==> src/rtl/lpm_pkg.sv <==
// Shared types for the low-power sequencer: mode encoding and the clock
// enable bundle each mode drives. Assumes a 3-bit mode code.
package lpm_pkg;

    typedef enum logic [2:0] {
        MODE_RUN    = 3'd0,
        MODE_LIGHT  = 3'd1,
        MODE_DEEP   = 3'd2,
        MODE_SETTLE = 3'd3,
        MODE_HWSTBY = 3'd4,
        MODE_RESET  = 3'd5
    } lpm_mode_e;

    typedef struct packed {
        logic cpu;
        logic per;
        logic osc;
    } lpm_clk_en_t;

    // Map a mode to the enables it drives.
    function automatic lpm_clk_en_t clk_en_for(lpm_mode_e m);
        lpm_clk_en_t e;
        case (m)
            MODE_RUN:    e = '{cpu: 1'b1, per: 1'b1, osc: 1'b1};
            MODE_LIGHT:  e = '{cpu: 1'b0, per: 1'b1, osc: 1'b1};
            MODE_SETTLE: e = '{cpu: 1'b0, per: 1'b0, osc: 1'b1};
            MODE_RESET:  e = '{cpu: 1'b0, per: 1'b0, osc: 1'b1};
            default:     e = '{cpu: 1'b0, per: 1'b0, osc: 1'b0};
        endcase
        return e;
    endfunction

endpackage

==> src/rtl/lpm_pin_sync.sv <==
// Multi-stage synchroniser for asynchronous active-low pins.
// Assumes: every stage resets to 0, so after block reset each pin
// reads as asserted until its real level has propagated.
module lpm_pin_sync #(
    parameter int WIDTH  = 2,
    parameter int STAGES = 2
) (
    input  logic             clk,
    input  logic             rst_n,
    input  logic [WIDTH-1:0] pin_i,
    output logic [WIDTH-1:0] sync_o
);

    logic [STAGES-1:0][WIDTH-1:0] stage_q;

    // First stage captures the raw pin levels.
    always_ff @(posedge clk) begin
        if (!rst_n) stage_q[0] <= '0;
        else        stage_q[0] <= pin_i;
    end

    for (genvar s = 1; s < STAGES; s++) begin : g_stage
        // Each further stage re-registers the previous one.
        always_ff @(posedge clk) begin
            if (!rst_n) stage_q[s] <= '0;
            else        stage_q[s] <= stage_q[s-1];
        end
    end

    assign sync_o = stage_q[STAGES-1];

endmodule

==> src/rtl/lpm_wake_eval.sv <==
// Wake qualification shared by both sleep depths.
// NMI always qualifies. An external line needs its enable bit, the
// extra source needs its own enable, and the CPU mask blocks both.
// Purely combinational. Assumes inputs are already synchronous.
module lpm_wake_eval #(
    parameter int N_EXT = 8
) (
    input  logic             nmi_i,
    input  logic             cpu_mask_i,
    input  logic [N_EXT-1:0] ext_irq_i,
    input  logic [N_EXT-1:0] ext_en_i,
    input  logic             aux_irq_i,
    input  logic             aux_en_i,
    output logic             wake_o
);

    logic [N_EXT-1:0] line_hit;
    logic             maskable_hit;

    for (genvar k = 0; k < N_EXT; k++) begin : g_line
        assign line_hit[k] = ext_irq_i[k] & ext_en_i[k];
    end

    // Combine maskable sources, then apply the CPU mask; NMI bypasses it.
    always_comb begin
        maskable_hit = (|line_hit) | (aux_irq_i & aux_en_i);
        wake_o       = nmi_i | (maskable_hit & ~cpu_mask_i);
    end

endmodule

==> src/rtl/lpm_settle_timer.sv <==
// Oscillator settling down-counter. load_i captures the settling code
// and loads 2^(BASE_LOG+STEP_LOG*code)-1. While count_i is high the
// counter falls toward zero. done_o is high while it holds zero.
// Assumes load_i and count_i are never high together.
module lpm_settle_timer #(
    parameter int SEL_W    = 3,
    parameter int BASE_LOG = 8,
    parameter int STEP_LOG = 2
) (
    input  logic             clk,
    input  logic             rst_n,
    input  logic             load_i,
    input  logic             count_i,
    input  logic [SEL_W-1:0] sel_i,
    output logic             done_o
);

    localparam int MAX_CODE = (1 << SEL_W) - 1;
    localparam int CNT_W    = BASE_LOG + STEP_LOG * MAX_CODE;

    logic [CNT_W-1:0] cnt_q;

    // Number of cycles minus one for a given code.
    function automatic logic [CNT_W-1:0] load_val(logic [SEL_W-1:0] code);
        int          sh;
        logic [CNT_W:0] full;
        sh   = BASE_LOG + STEP_LOG * int'(code);
        full = ((CNT_W+1)'(1) << sh) - (CNT_W+1)'(1);
        return full[CNT_W-1:0];
    endfunction

    // Load on wake, then count down while settling.
    always_ff @(posedge clk) begin
        if (!rst_n)                        cnt_q <= '0;
        else if (load_i)                   cnt_q <= load_val(sel_i);
        else if (count_i && cnt_q != '0)   cnt_q <= cnt_q - 1'b1;
    end

    assign done_o = (cnt_q == '0);

endmodule

==> src/rtl/lpm_seq_ctrl.sv <==
// Low-power mode sequencer top. Synchronises the reset and standby
// pins, qualifies wake sources and runs the mode state machine that
// drives the clock enables and the handling-start strobes.
// Priority: reset pin, then hardware-standby pin, then wakes.
// Assumes sleep_req_i and the interrupt inputs are synchronous to clk.
module lpm_seq_ctrl
    import lpm_pkg::*;
#(
    parameter int N_EXT       = 8,
    parameter int SEL_W       = 3,
    parameter int SETTLE_BASE = 8,
    parameter int SETTLE_STEP = 2,
    parameter int SYNC_STAGES = 2
) (
    input  logic             clk,
    input  logic             rst_n,
    input  logic             sleep_req_i,
    input  logic             stby_sel_i,
    input  logic [SEL_W-1:0] settle_sel_i,
    input  logic             nmi_i,
    input  logic [N_EXT-1:0] ext_irq_i,
    input  logic [N_EXT-1:0] ext_irq_en_i,
    input  logic             aux_irq_i,
    input  logic             aux_irq_en_i,
    input  logic             cpu_mask_i,
    input  logic             reset_pin_n_i,
    input  logic             hwstby_pin_n_i,
    output logic             cpu_clk_en_o,
    output logic             per_clk_en_o,
    output logic             osc_en_o,
    output logic             irq_start_o,
    output logic             rst_start_o,
    output logic [2:0]       mode_o
);

    localparam int PIN_RST = 0;
    localparam int PIN_HWS = 1;

    logic [1:0]  pins_s;
    logic        wake;
    logic        settle_done;
    logic        settle_load;
    logic        irq_nxt;
    logic        rst_nxt;
    lpm_mode_e   mode_q;
    lpm_mode_e   mode_nxt;
    lpm_clk_en_t en;

    lpm_pin_sync #(
        .WIDTH  (2),
        .STAGES (SYNC_STAGES)
    ) u_pin_sync (
        .clk    (clk),
        .rst_n  (rst_n),
        .pin_i  ({hwstby_pin_n_i, reset_pin_n_i}),
        .sync_o (pins_s)
    );

    lpm_wake_eval #(
        .N_EXT (N_EXT)
    ) u_wake_eval (
        .nmi_i      (nmi_i),
        .cpu_mask_i (cpu_mask_i),
        .ext_irq_i  (ext_irq_i),
        .ext_en_i   (ext_irq_en_i),
        .aux_irq_i  (aux_irq_i),
        .aux_en_i   (aux_irq_en_i),
        .wake_o     (wake)
    );

    lpm_settle_timer #(
        .SEL_W    (SEL_W),
        .BASE_LOG (SETTLE_BASE),
        .STEP_LOG (SETTLE_STEP)
    ) u_settle_timer (
        .clk     (clk),
        .rst_n   (rst_n),
        .load_i  (settle_load),
        .count_i (mode_q == MODE_SETTLE),
        .sel_i   (settle_sel_i),
        .done_o  (settle_done)
    );

    // Next-mode selection with pin priority ahead of every wake.
    always_comb begin
        mode_nxt    = mode_q;
        irq_nxt     = 1'b0;
        rst_nxt     = 1'b0;
        settle_load = 1'b0;
        if (!pins_s[PIN_RST]) begin
            mode_nxt = MODE_RESET;
        end else if (!pins_s[PIN_HWS]) begin
            mode_nxt = MODE_HWSTBY;
        end else begin
            case (mode_q)
                MODE_RUN: begin
                    if (sleep_req_i) mode_nxt = stby_sel_i ? MODE_DEEP : MODE_LIGHT;
                end
                MODE_LIGHT: begin
                    if (wake) begin
                        mode_nxt = MODE_RUN;
                        irq_nxt  = 1'b1;
                    end
                end
                MODE_DEEP: begin
                    if (wake) begin
                        mode_nxt    = MODE_SETTLE;
                        settle_load = 1'b1;
                    end
                end
                MODE_SETTLE: begin
                    if (settle_done) begin
                        mode_nxt = MODE_RUN;
                        irq_nxt  = 1'b1;
                    end
                end
                MODE_RESET: begin
                    mode_nxt = MODE_RUN;
                    rst_nxt  = 1'b1;
                end
                default: mode_nxt = mode_q;
            endcase
        end
    end

    // Mode register and one-cycle strobes.
    always_ff @(posedge clk) begin
        if (!rst_n) begin
            mode_q      <= MODE_RESET;
            irq_start_o <= 1'b0;
            rst_start_o <= 1'b0;
        end else begin
            mode_q      <= mode_nxt;
            irq_start_o <= irq_nxt;
            rst_start_o <= rst_nxt;
        end
    end

    // Decode the enables from the current mode.
    always_comb begin
        en           = clk_en_for(mode_q);
        cpu_clk_en_o = en.cpu;
        per_clk_en_o = en.per;
        osc_en_o     = en.osc;
        mode_o       = mode_q;
    end

endmodule

==> config.mk <==
export PLATFORM = sky130hd
export DESIGN_NAME = lpm_seq_ctrl
export DESIGN_NICKNAME = d
export VERILOG_FILES = /design/src/rtl/lpm_pkg.sv /design/src/rtl/lpm_pin_sync.sv /design/src/rtl/lpm_wake_eval.sv /design/src/rtl/lpm_settle_timer.sv /design/src/rtl/lpm_seq_ctrl.sv
export SDC_FILE = /design/constraint.sdc
export NUM_CORES = 1
export LEC_CHECK = 0
export BUFFER_PORTS_ARGS = -buffer_cell sky130_fd_sc_hd__buf_2
export CORE_ASPECT_RATIO = 1.4
export CORE_MARGIN = 5
export CORE_UTILIZATION = 30
export DETAILED_ROUTE_END_ITERATION = 8
export SYNTH_ARGS = -nofsm -noshare
export SYNTH_HDL_FRONTEND = slang
export SYNTH_SLANG_ARGS = --single-unit
==> constraint.sdc <==
create_clock -name clk -period 2.5 [get_ports clk]
set_input_delay 0.5 -clock clk [delete_from_list [all_inputs] [get_ports clk]]
set_output_delay 0.5 -clock clk [all_outputs]
set_load 0.05 [all_outputs]
==> run metrics, run 1 <==
clock-pin slew reported for the worst setup and hold paths after clock tree synthesis approximately 0.06 ns; number of synthesized flops with an enable pin 0; P&R area growth vs syn 22.9%; Longest Clk Path Bufs 2; total negative slack for setup checks 0 ns; RePlAce Congestion roughly 0.89; Layout Nets between 300 and 400; Arrival @ worst endpoint 2.52 ns; Detail Placement HPWL 4.15 mm; classification of the worst setup path flip-flop to flip-flop; insertion delay to the later sink of the worst-skew pair 0.28 ns; Total Routed Length 5.34 mm; Routed WL per cell roughly 15 um; worst clock skew roughly 0.0044 ns; number of antenna violations at the first check in global routing 0; Die Y-Extent around 100 um; via count of the routed design 1916; Remaining DRCs 0; Cell variety after synth 50; Die Wd 76.8 um; Boundary Pins 37; origin of the critical flop-to-flop path u_settle_timer.cnt_q[4]; share of the yosys chip area belonging to registers 0.331; Min Clock Period, post-route 2.31 ns; largest fanout on the critical path 10; quantity of I/O buffers inserted on ports 36; maximum level of the CTS H-tree 2; Worst Hold Path EP u_pin_sync.stage_q[1]; Filler cells about 650; number of sinks on the clock net 31; First-pass DRT Iterations 4; peak supply drop 0.156 mV; leakage power about 0.00096 uW; Inserted Clock Buffers 5; power density of the placed cells between 400 and 500 mW/mm^2; clock tree root driver cell sky130_fd_sc_hd__clkbuf_8; Post-CTS Repair Setup Buffers 0; synthesized area per cell 8.12 um^2; peak clock frequency supported by timing around 430 MHz; number of max-slew violations in the final report 0; Initial DRC Count 96; register-to-register setup slack 0.19 ns; die area between 0.007 and 0.008 mm^2; Setup Viol. Count Final 0; kind of end point of the critical path flip-flop; setup repair after global routing missed its margin false; share of the core filled with cells 0.374; combined area of the multi-input logic cells 0.00118 mm^2; routed via count divided by cell count 5.49; number of nets in the synthesized netlist about 260; Post-Synthesis Cell Area approximately 0.0019 mm^2; status finished, final reports clean; share of post-route cells with drive strength above 1 0.253; prevailing post-synth register cell sky130_fd_sc_hd__dfxtp_1; placeable core area a little over 0.006 mm^2; Period Utilization, post-route 0.924; Rel. slew slack 0.543; cell depth of the worst flop-to-flop path 6; clock tree from TritonCTS done; slew at the pin with the worst max-slew slack 0.680 ns; global-route wire length before repair just over 9 mm; worst min-delay path startpoint hwstby_pin_n_i; warnings from Yosys 0; terminus of the critical flop-to-flop path u_settle_timer.cnt_q[20]; number of maximum-capacitance violations 0; combined global-route utilization of all metal layers 0.141; cts-stage hold buffer count 0; Inserted Diodes 0; final antenna-violating net count 0; worst path required time about 2.7 ns; register area between 600 and 700 um^2; overflow left after global routing 0; pin count of the biggest net entering global routing 17; via count of the first global-routing pass ~2000; initial core utilization 0.304; total number of placement rows 34; number of gates given a new drive strength after cts 0; Syn Inst Count between 200 and 250; #FFs+latches synth 31; final count of hold timing violations 0; startpoint kind of the worst setup timing path flip-flop; cell count of the worst hold path 2; HP Class input pin to flip-flop; share of synthesized registers carrying an async set or reset 0
[Yosys cell counts, types with 3 or more instances]
cell type / n / area [um^2]
sky130_fd_sc_hd__nand2b_1: 3 / 18.8
sky130_fd_sc_hd__a21oi_1: 23 / 115
sky130_fd_sc_hd__o21ai_0: 10 / 50.1
sky130_fd_sc_hd__a211oi_1: 7 / 52.6
sky130_fd_sc_hd__xnor2_1: 3 / 26.3
sky130_fd_sc_hd__o21ai_1: 3 / 15.0
sky130_fd_sc_hd__nand4_1: 5 / 31.3
sky130_fd_sc_hd__clkbuf_1: 11 / 41.3
sky130_fd_sc_hd__nor2_1: 9 / 33.8
sky130_fd_sc_hd__a21o_1: 4 / 30.0
sky130_fd_sc_hd__o311ai_0: 3 / 26.3
sky130_fd_sc_hd__nor4_2: 3 / 37.5
sky130_fd_sc_hd__or3_1: 6 / 37.5
sky130_fd_sc_hd__and2_1: 5 / 31.3
sky130_fd_sc_hd__inv_1: 5 / 18.8
sky130_fd_sc_hd__a22oi_1: 4 / 30.0
sky130_fd_sc_hd__o211ai_1: 5 / 37.5
sky130_fd_sc_hd__nand2_1: 8 / 30.0
sky130_fd_sc_hd__o2111ai_1: 4 / 35.0
sky130_fd_sc_hd__xor2_1: 6 / 52.6
sky130_fd_sc_hd__o31ai_1: 4 / 30.0
sky130_fd_sc_hd__dfxtp_1: 31 / 621
sky130_fd_sc_hd__or4_1: 4 / 30.0
sky130_fd_sc_hd__nor3_1: 11 / 55.1
sky130_fd_sc_hd__nand3_1: 9 / 45.0
sky130_fd_sc_hd__a31oi_1: 5 / 31.3
sky130_fd_sc_hd__nor4_1: 9 / 56.3
[layout make-up]
cell class,instances,share of cell area
timing repair buffer,53,0.134
clock buffer,6,0.0358
sequential,31,0.269
multi-input combinational,181,0.512
tap,72,0.0391
clock inverter,1,0.00217
inverter,5,0.00814
[sequential cells by signal (all words and copies together), names as in the netlist]
signal	cells
irq_start_o	1
mode_o	3
rst_start_o	1
u_pin_sync.stage_q	2
u_pin_sync.sync_o	2
u_settle_timer.cnt_q	22
[critical path: stages (launching register included)]
cell	delay, ns
sky130_fd_sc_hd__dfxtp_1	0.34
sky130_fd_sc_hd__or4_4	0.55
sky130_fd_sc_hd__or4_1	0.54
sky130_fd_sc_hd__buf_4	0.20
sky130_fd_sc_hd__nor4_1	0.34
sky130_fd_sc_hd__o21ai_0	0.12
sky130_fd_sc_hd__a21oi_1	0.14
[routing by layer]
metal	global-route usage	up-vias	share of wire
met5	0	-	0
li1	-	980	-
met1	0.157	882	0.41
met3	0.0321	9	0.049
met4	0.0650	0	0.023
met2	0.247	45	0.52
[power breakdown]
group | leakage (uW) | internal, uW | switching [uW]
clock | 0.0000470 | 216 | 178
sequential | 0.000251 | 498 | 4.11
combinational | 0.000659 | 32.5 | 40.0
[layout by cell type (no fill, tap or decap), types with 3 or more instances in the layout]
master | Yosys | final
sky130_fd_sc_hd__a21oi_1 | 23 | 22
sky130_fd_sc_hd__nor2_1 | 9 | 8
sky130_fd_sc_hd__a22oi_1 | 4 | 4
sky130_fd_sc_hd__xor2_1 | 6 | 6
sky130_fd_sc_hd__clkbuf_8 | 0 | 6
sky130_fd_sc_hd__o21ai_1 | 3 | 3
sky130_fd_sc_hd__or4_1 | 4 | 4
sky130_fd_sc_hd__nand3_1 | 9 | 9
sky130_fd_sc_hd__nand4_1 | 5 | 5
sky130_fd_sc_hd__xnor2_1 | 3 | 3
sky130_fd_sc_hd__nand2_1 | 8 | 8
sky130_fd_sc_hd__a21o_1 | 4 | 4
sky130_fd_sc_hd__nor4_1 | 9 | 9
sky130_fd_sc_hd__o211ai_1 | 5 | 5
sky130_fd_sc_hd__o311ai_0 | 3 | 3
sky130_fd_sc_hd__and2_1 | 5 | 5
sky130_fd_sc_hd__a31oi_1 | 5 | 5
sky130_fd_sc_hd__o21ai_0 | 10 | 10
sky130_fd_sc_hd__o2111ai_1 | 4 | 4
sky130_fd_sc_hd__buf_4 | 0 | 17
sky130_fd_sc_hd__nor3_1 | 11 | 11
sky130_fd_sc_hd__nor4_2 | 3 | 3
sky130_fd_sc_hd__or3_1 | 6 | 6
sky130_fd_sc_hd__a211oi_1 | 7 | 7
sky130_fd_sc_hd__buf_2 | 2 | 36
sky130_fd_sc_hd__o31ai_1 | 4 | 4
sky130_fd_sc_hd__nand2b_1 | 3 | 3
sky130_fd_sc_hd__dfxtp_1 | 31 | 31
sky130_fd_sc_hd__inv_1 | 5 | 5
[how the worst max path moves through the flow]
stage | startpoint | slack [ns] | depth (start not counted) | end
after global routing | u_settle_timer.cnt_q[4] | 0.02 | 6 | u_settle_timer.cnt_q[20]
final | u_settle_timer.cnt_q[4] | 0.19 | 6 | u_settle_timer.cnt_q[20]
after floorplan | mode_o[2] | 0.16 | 2 | cpu_clk_en_o
after global placement | u_settle_timer.cnt_q[4] | 0.22 | 6 | u_settle_timer.cnt_q[20]
after detailed placement | u_settle_timer.cnt_q[4] | 0.18 | 6 | u_settle_timer.cnt_q[20]
after CTS | u_settle_timer.cnt_q[4] | 0.17 | 6 | u_settle_timer.cnt_q[20]
[kinds of logic (layout without fill, tap and decap cells)]
| group | Yosys count | in the layout | share of synthesized area |
|---|---|---|---|
| other | 1 | 1 | 0.00200 |
| AND/OR/NAND/NOR | 87 | 87 | 0.280 |
| flip-flops | 31 | 31 | 0.331 |
| XOR/XNOR | 9 | 9 | 0.0420 |
| multiplexers | 2 | 2 | 0.0113 |
| adder cells (fa/ha/maj) | 2 | 2 | 0.0133 |
| AO/OA/AOI/OAI | 80 | 80 | 0.278 |
| buffers and inverters | 19 | 65 | 0.0434 |
[through the flow]
stage / hold slack [ns] / cell area [um^2] / total power (uW) / worst slack (ns) / instances
after floorplan: 0.412 / 1880 / 550 / 0.165 / 231
after global placement: 0.432 / 2220 / 585 / 0.218 / 342
after detailed placement: 0.427 / 2220 / 586 / 0.181 / 342
after CTS: 0.430 / 2300 / 982 / 0.174 / 349
after global routing: 0.446 / 2300 / 1010 / 0.0172 / 349
final: 0.434 / 2300 / 968 / 0.190 / 349
Power figures use the tool's default switching activity.
==> inputs of run 2 (changes only) <==
==> constraint.sdc (replaced) <==
create_clock -name clk -period 2 [get_ports clk]
set_input_delay 0.4 -clock clk [delete_from_list [all_inputs] [get_ports clk]]
set_output_delay 0.4 -clock clk [all_outputs]
set_load 0.05 [all_outputs]
==> run 2 against run 1 <==
The flow now finishes with violations (setup timing). Clock power grew 44%. Critical path depth shrank 1. Largest cell class unchanged. Register-to-register slack lost 0.30 ns. Total power grew 33%. Final area grew 19%. Setup slack lost 0.30 ns. First-iteration DRC count grew 51%. Flip-flop and latch count is the same. Cell count grew 8.3%. Clock skew is essentially flat.
==> run metrics, run 2 (same netlist as run 1, synthesis figures left out) <==
status complete, but fails checks; violated checks setup timing; number of flip-flops under the largest register name 22; startpoint kind of the worst setup timing path flip-flop; HP Class input pin to flip-flop; launch point of the critical path u_settle_timer.cnt_q[5]; via count of the first global-routing pass about 2200; clock tree from TritonCTS done; final count of hold timing violations 0; Arrival @ worst endpoint between 2 and 2.5 ns; Die Y-Extent just over 100 um; Min Clock Period, post-route roughly 2.1 ns; die area just under 0.008 mm^2; share of post-route cells with drive strength above 1 0.415; clock-pin slew reported for the worst setup and hold paths after clock tree synthesis approximately 0.07 ns; maximum level of the CTS H-tree 2; Layout Nets ~340; Boundary Pins 37; RePlAce Congestion just over 0.8; cell count of the worst hold path 2; Inserted Clock Buffers 5; final antenna-violating net count 0; worst clock skew 0.00485 ns; register-to-register setup slack -0.11 ns; number of max-slew violations in the final report 0; initial core utilization 0.304; clock tree root driver cell sky130_fd_sc_hd__clkbuf_8; quantity of I/O buffers inserted on ports 36; total number of placement rows 34; Routed WL per cell 15.9 um; Longest Clk Path Bufs 2; kind of end point of the critical path flip-flop; slew at the pin with the worst max-slew slack ~0.54 ns; Post-Layout Inst Area about 0.0027 mm^2; setup repair after global routing missed its margin true; Final WS setup -0.105 ns; standard cell area after detailed placement ~0.0025 mm^2; commonest non-fill, non-tap cell in the layout sky130_fd_sc_hd__buf_4; peak clock frequency supported by timing roughly 470 MHz; Rel. slew slack 0.641; number of antenna violations at the first check in global routing 0; Filler cells around 630; Initial DRC Count 145; First-pass DRT Iterations 4; critical path capture point u_settle_timer.cnt_q[19]; number of placed instances, taps included roughly 370; leading cell types in the layout, fill and taps excluded sky130_fd_sc_hd__buf_4, sky130_fd_sc_hd__buf_2, sky130_fd_sc_hd__dfxtp_1; number of sinks on the clock net 31; share of the core filled with cells 0.446; Top reg by flops u_settle_timer.cnt_q; Period Utilization, post-route 1.05; classification of the worst setup path flip-flop to flip-flop; placeable core area 0.00617 mm^2; origin of the critical flop-to-flop path u_settle_timer.cnt_q[5]; global-route wire length before repair 9.82 mm; count of non-filler cells in the finished layout ~380; worst path required time 2.17 ns; routed via count divided by cell count between 5 and 6; power density of the placed cells between 400 and 500 mW/mm^2; cell depth of the worst flop-to-flop path 5; P&R area growth vs syn 46.6%; number of maximum-capacitance violations 0; combined global-route utilization of all metal layers 0.152; pin count of the biggest net entering global routing 17; Inserted Diodes 0; insertion delay to the later sink of the worst-skew pair about 0.29 ns; via count of the routed design between 2000 and 2500; Detail Placement HPWL about 4.6 mm; Setup Viol. Count Final 13; Die Wd 76.8 um; overflow left after global routing 0; leakage power around 0.0011 uW; Remaining DRCs 0; Total Routed Length ~6 mm; total negative slack for setup checks -0.741 ns; largest fanout on the critical path 6; peak supply drop about 0.21 mV; terminus of the critical flop-to-flop path u_settle_timer.cnt_q[19]
==> run 2: worst min path at each step <==
stage | start | to | slack (ns)
final | reset_pin_n_i | u_pin_sync.stage_q[0] | 0.32
after global routing | hwstby_pin_n_i | u_pin_sync.stage_q[1] | 0.31
after CTS | reset_pin_n_i | u_pin_sync.stage_q[0] | 0.32
after detailed placement | u_pin_sync.stage_q[0] | u_pin_sync.sync_o[0] | 0.42
after global placement | u_pin_sync.stage_q[1] | u_pin_sync.sync_o[1] | 0.42
after floorplan | u_pin_sync.stage_q[0] | u_pin_sync.sync_o[0] | 0.41
==> run 2: cell type report <==
| type | count | area (um^2) | share of cell area |
|---|---|---|---|
| sequential | 31 | 627 | 0.228 |
| tap | 72 | 90.1 | 0.0328 |
| inverter | 5 | 18.8 | 0.00683 |
| timing repair buffer | 80 | 529 | 0.193 |
| clock buffer | 8 | 100 | 0.0364 |
| multi-input combinational | 182 | 1380 | 0.503 |
==> run 2: routing by layer <==
| layer | part of all wire | vias to the layer above | GRT usage |
|---|---|---|---|
| met3 | 0.053 | 20 | 0.0365 |
| met4 | 0.045 | 0 | 0.0913 |
| li1 | - | 1047 | - |
| met1 | 0.38 | 1015 | 0.152 |
| met5 | 0 | - | 0 |
| met2 | 0.52 | 58 | 0.278 |
==> run 2: stage by stage <==
stage	total power, uW	hold slack [ns]	worst slack [ns]
CTS	1300	0.317	-0.107
global route	1340	0.312	-0.172
global placement	735	0.419	-0.104
detailed placement	736	0.422	-0.128
finish	1290	0.320	-0.105
floorplan	689	0.412	-0.0932
==> run 2: power breakdown <==
part	internal (uW)	switching, uW
clock	314	252
combinational	43.9	51.7
sequential	622	5.10
total	980	309
==> run 2: timing repair <==
item,4_1_cts,5_1_grt
hold buffers,0,0
setup endpoints to repair,18,23
gates cloned,1,0
setup buffers,0,1
endpoints found under the hold margin,0,0
pin swaps,12,13
resized for setup,10,20
==> run 2: worst max-delay path, cell delays in order, from the launching register on <==
cell                      delay, ns
sky130_fd_sc_hd__dfxtp_2       0.32
sky130_fd_sc_hd__or4_4         0.55
sky130_fd_sc_hd__or4_4         0.57
sky130_fd_sc_hd__nor4_4        0.25
sky130_fd_sc_hd__mux2i_1       0.22
sky130_fd_sc_hd__a21oi_1       0.08
==> inputs of run 3 (changes only) <==
--- a/config.mk
+++ b/config.mk
@@ -5,11 +5,12 @@
 export SDC_FILE = /design/constraint.sdc
 export NUM_CORES = 1
 export LEC_CHECK = 0
-export BUFFER_PORTS_ARGS = -buffer_cell sky130_fd_sc_hd__buf_2
 export CORE_ASPECT_RATIO = 1.4
 export CORE_MARGIN = 5
 export CORE_UTILIZATION = 30
+export CTS_CLUSTER_DIAMETER = 120
 export DETAILED_ROUTE_END_ITERATION = 8
+export DONT_BUFFER_PORTS = 1
 export SYNTH_ARGS = -nofsm -noshare
 export SYNTH_HDL_FRONTEND = slang
 export SYNTH_SLANG_ARGS = --single-unit
==> run 3 against run 2 <==
The run still ends with setup timing left. Wire length shrank 2.6%. Setup slack lost 0.071 ns. Combinational power shrank 32%. Highest routed layer unchanged.
==> run metrics, run 3 (same netlist as run 1, synthesis figures left out) <==
number of maximum-capacitance violations 0; Post-Layout Inst Area between 0.002 and 0.003 mm^2; combined global-route utilization of all metal layers 0.141; final count of hold timing violations 0; peak clock frequency supported by timing roughly 460 MHz; total number of placement rows 34; die area ~0.008 mm^2; pin count of the biggest net entering global routing 17; classification of the worst setup path flip-flop to flip-flop; number of buffers and inverters on the critical path 1; Routed WL per cell between 15 and 20 um; met1 routed wirelength after detailed routing between 2 and 2.5 mm; final antenna-violating net count 0; Top delay family on crit path simple AND/OR/NAND/NOR gates; global-route wire length before repair roughly 9.3 mm; Final WS setup -0.177 ns; number of antenna violations at the first check in global routing 0; total power draw ~1200 uW; CP max stage cell sky130_fd_sc_hd__or4_4; First-pass DRT Iterations 5; Detail Placement HPWL approximately 4.3 mm; Rel. slew slack 0.622; Arrival @ worst endpoint approximately 2.3 ns; clock tree from TritonCTS done; kind of end point of the critical path flip-flop; Inserted Clock Buffers 5; Inserted Diodes 0; Setup Viol. Count Final 15; Layout Nets 310; insertion delay to the later sink of the worst-skew pair just under 0.3 ns; maximum level of the CTS H-tree 2; Min Clock Period, post-route about 2.2 ns; violated checks setup timing; startpoint kind of the worst setup timing path flip-flop; HP Class input pin to flip-flop; Initial DRC Count between 80 and 90; number of flip-flops under the largest register name 22; status complete, but fails checks; commonest non-fill, non-tap cell in the layout sky130_fd_sc_hd__buf_4; clock tree root driver cell sky130_fd_sc_hd__clkbuf_8; via count of the first global-routing pass a little under 2000; worst clock skew around 0.0035 ns; number of max-slew violations in the final report 0; power density of the placed cells ~440 mW/mm^2; cell depth of the worst flop-to-flop path 6; stage delay of the slowest cell on the critical path ~0.57 ns; count of non-filler cells in the finished layout about 350; placeable core area 0.00617 mm^2; quantity of I/O buffers inserted on ports 0; overflow left after global routing 0; number of sinks on the clock net 31; leakage power ~0.0010 uW; Period Utilization, post-route 1.09; Longest Clk Path Bufs 2; worst path required time approximately 2.2 ns; Most common cell on crit path sky130_fd_sc_hd__or4_4; Detail Route met2 WL 3.13 mm; share of post-route cells with drive strength above 1 0.364; leading cell types in the layout, fill and taps excluded sky130_fd_sc_hd__buf_4, sky130_fd_sc_hd__dfxtp_1, sky130_fd_sc_hd__a21oi_1; via count of the routed design slightly above 2000; total negative slack for setup checks -1.32 ns; Remaining DRCs 0; RePlAce Congestion approximately 0.84; Crit path depth 6; P&R area growth vs syn 42.0%; Die Y-Extent ~100 um; met3 WL about 260 um; uppermost metal layer occupied by signal nets met4; setup repair after global routing missed its margin true; routed via count divided by cell count 5.85; cell count of the worst hold path 2; initial core utilization 0.304; largest fanout on the critical path 7; number of placed instances, taps included between 300 and 400; clock-pin slew reported for the worst setup and hold paths after clock tree synthesis 0.06 ns; Total Routed Length between 5 and 6 mm; Die Wd between 70 and 80 um; Top reg by flops u_settle_timer.cnt_q; cell-by-cell trace of the critical path or4_4 > or4_4 > buf_4 > o2111ai_4 > xor2_1 > a21oi_1; slew at the pin with the worst max-slew slack 0.567 ns; peak supply drop roughly 0.23 mV; Boundary Pins 37; standard cell area after detailed placement around 0.0024 mm^2
## run 3: final timing paths
check | start | to | slack, ns
hold reg to reg | u_pin_sync.stage_q[1] | u_pin_sync.sync_o[1] | 0.43
setup reg to reg | u_settle_timer.cnt_q[3] | u_settle_timer.cnt_q[4] | -0.18
setup / recovery | u_settle_timer.cnt_q[3] | u_settle_timer.cnt_q[4] | -0.18
hold / removal | rst_n | u_settle_timer.cnt_q[18] | 0.23
## run 3: cell type report
cell class | instances | area (um^2)
timing repair buffer | 54 | 437
clock buffer | 7 | 76.3
clock inverter | 1 | 5.00
inverter | 5 | 18.8
tap | 72 | 90.1
multi-input combinational | 182 | 1410
sequential | 31 | 627
fill | 607 | 3510
## run 3: repair_timing
item / CTS / global route
resized for setup: 9 / 24
setup endpoints to repair: 15 / 22
cloned: 1 / 0
setup buffers: 1 / 5
pin swaps: 8 / 19
hold buffers: 0 / 0
## run 3: through the flow
| step | hold WS (ns) | setup slack [ns] | util |
|---|---|---|---|
| after floorplan | 0.412 | -0.0932 | - |
| after global placement | 0.414 | -0.121 | 0.385 |
| after detailed placement | 0.424 | -0.164 | 0.385 |
| after CTS | 0.230 | -0.135 | 0.406 |
| after global routing | 0.218 | -0.254 | 0.432 |
| final | 0.231 | -0.177 | 0.432 |
## run 3: per-layer routing
metal | GRT usage | up-vias
met5 | 0 | -
met4 | 0.0613 | 0
met3 | 0.0260 | 9
met2 | 0.257 | 64
met1 | 0.155 | 991
li1 | - | 996
## run 3: power by group
part           switching (uW)  leakage [uW]  internal [uW]  total [uW]
clock                     230     0.0000422            244         473
sequential               4.19      0.000251            623         627
combinational            36.3      0.000751           28.6        64.9
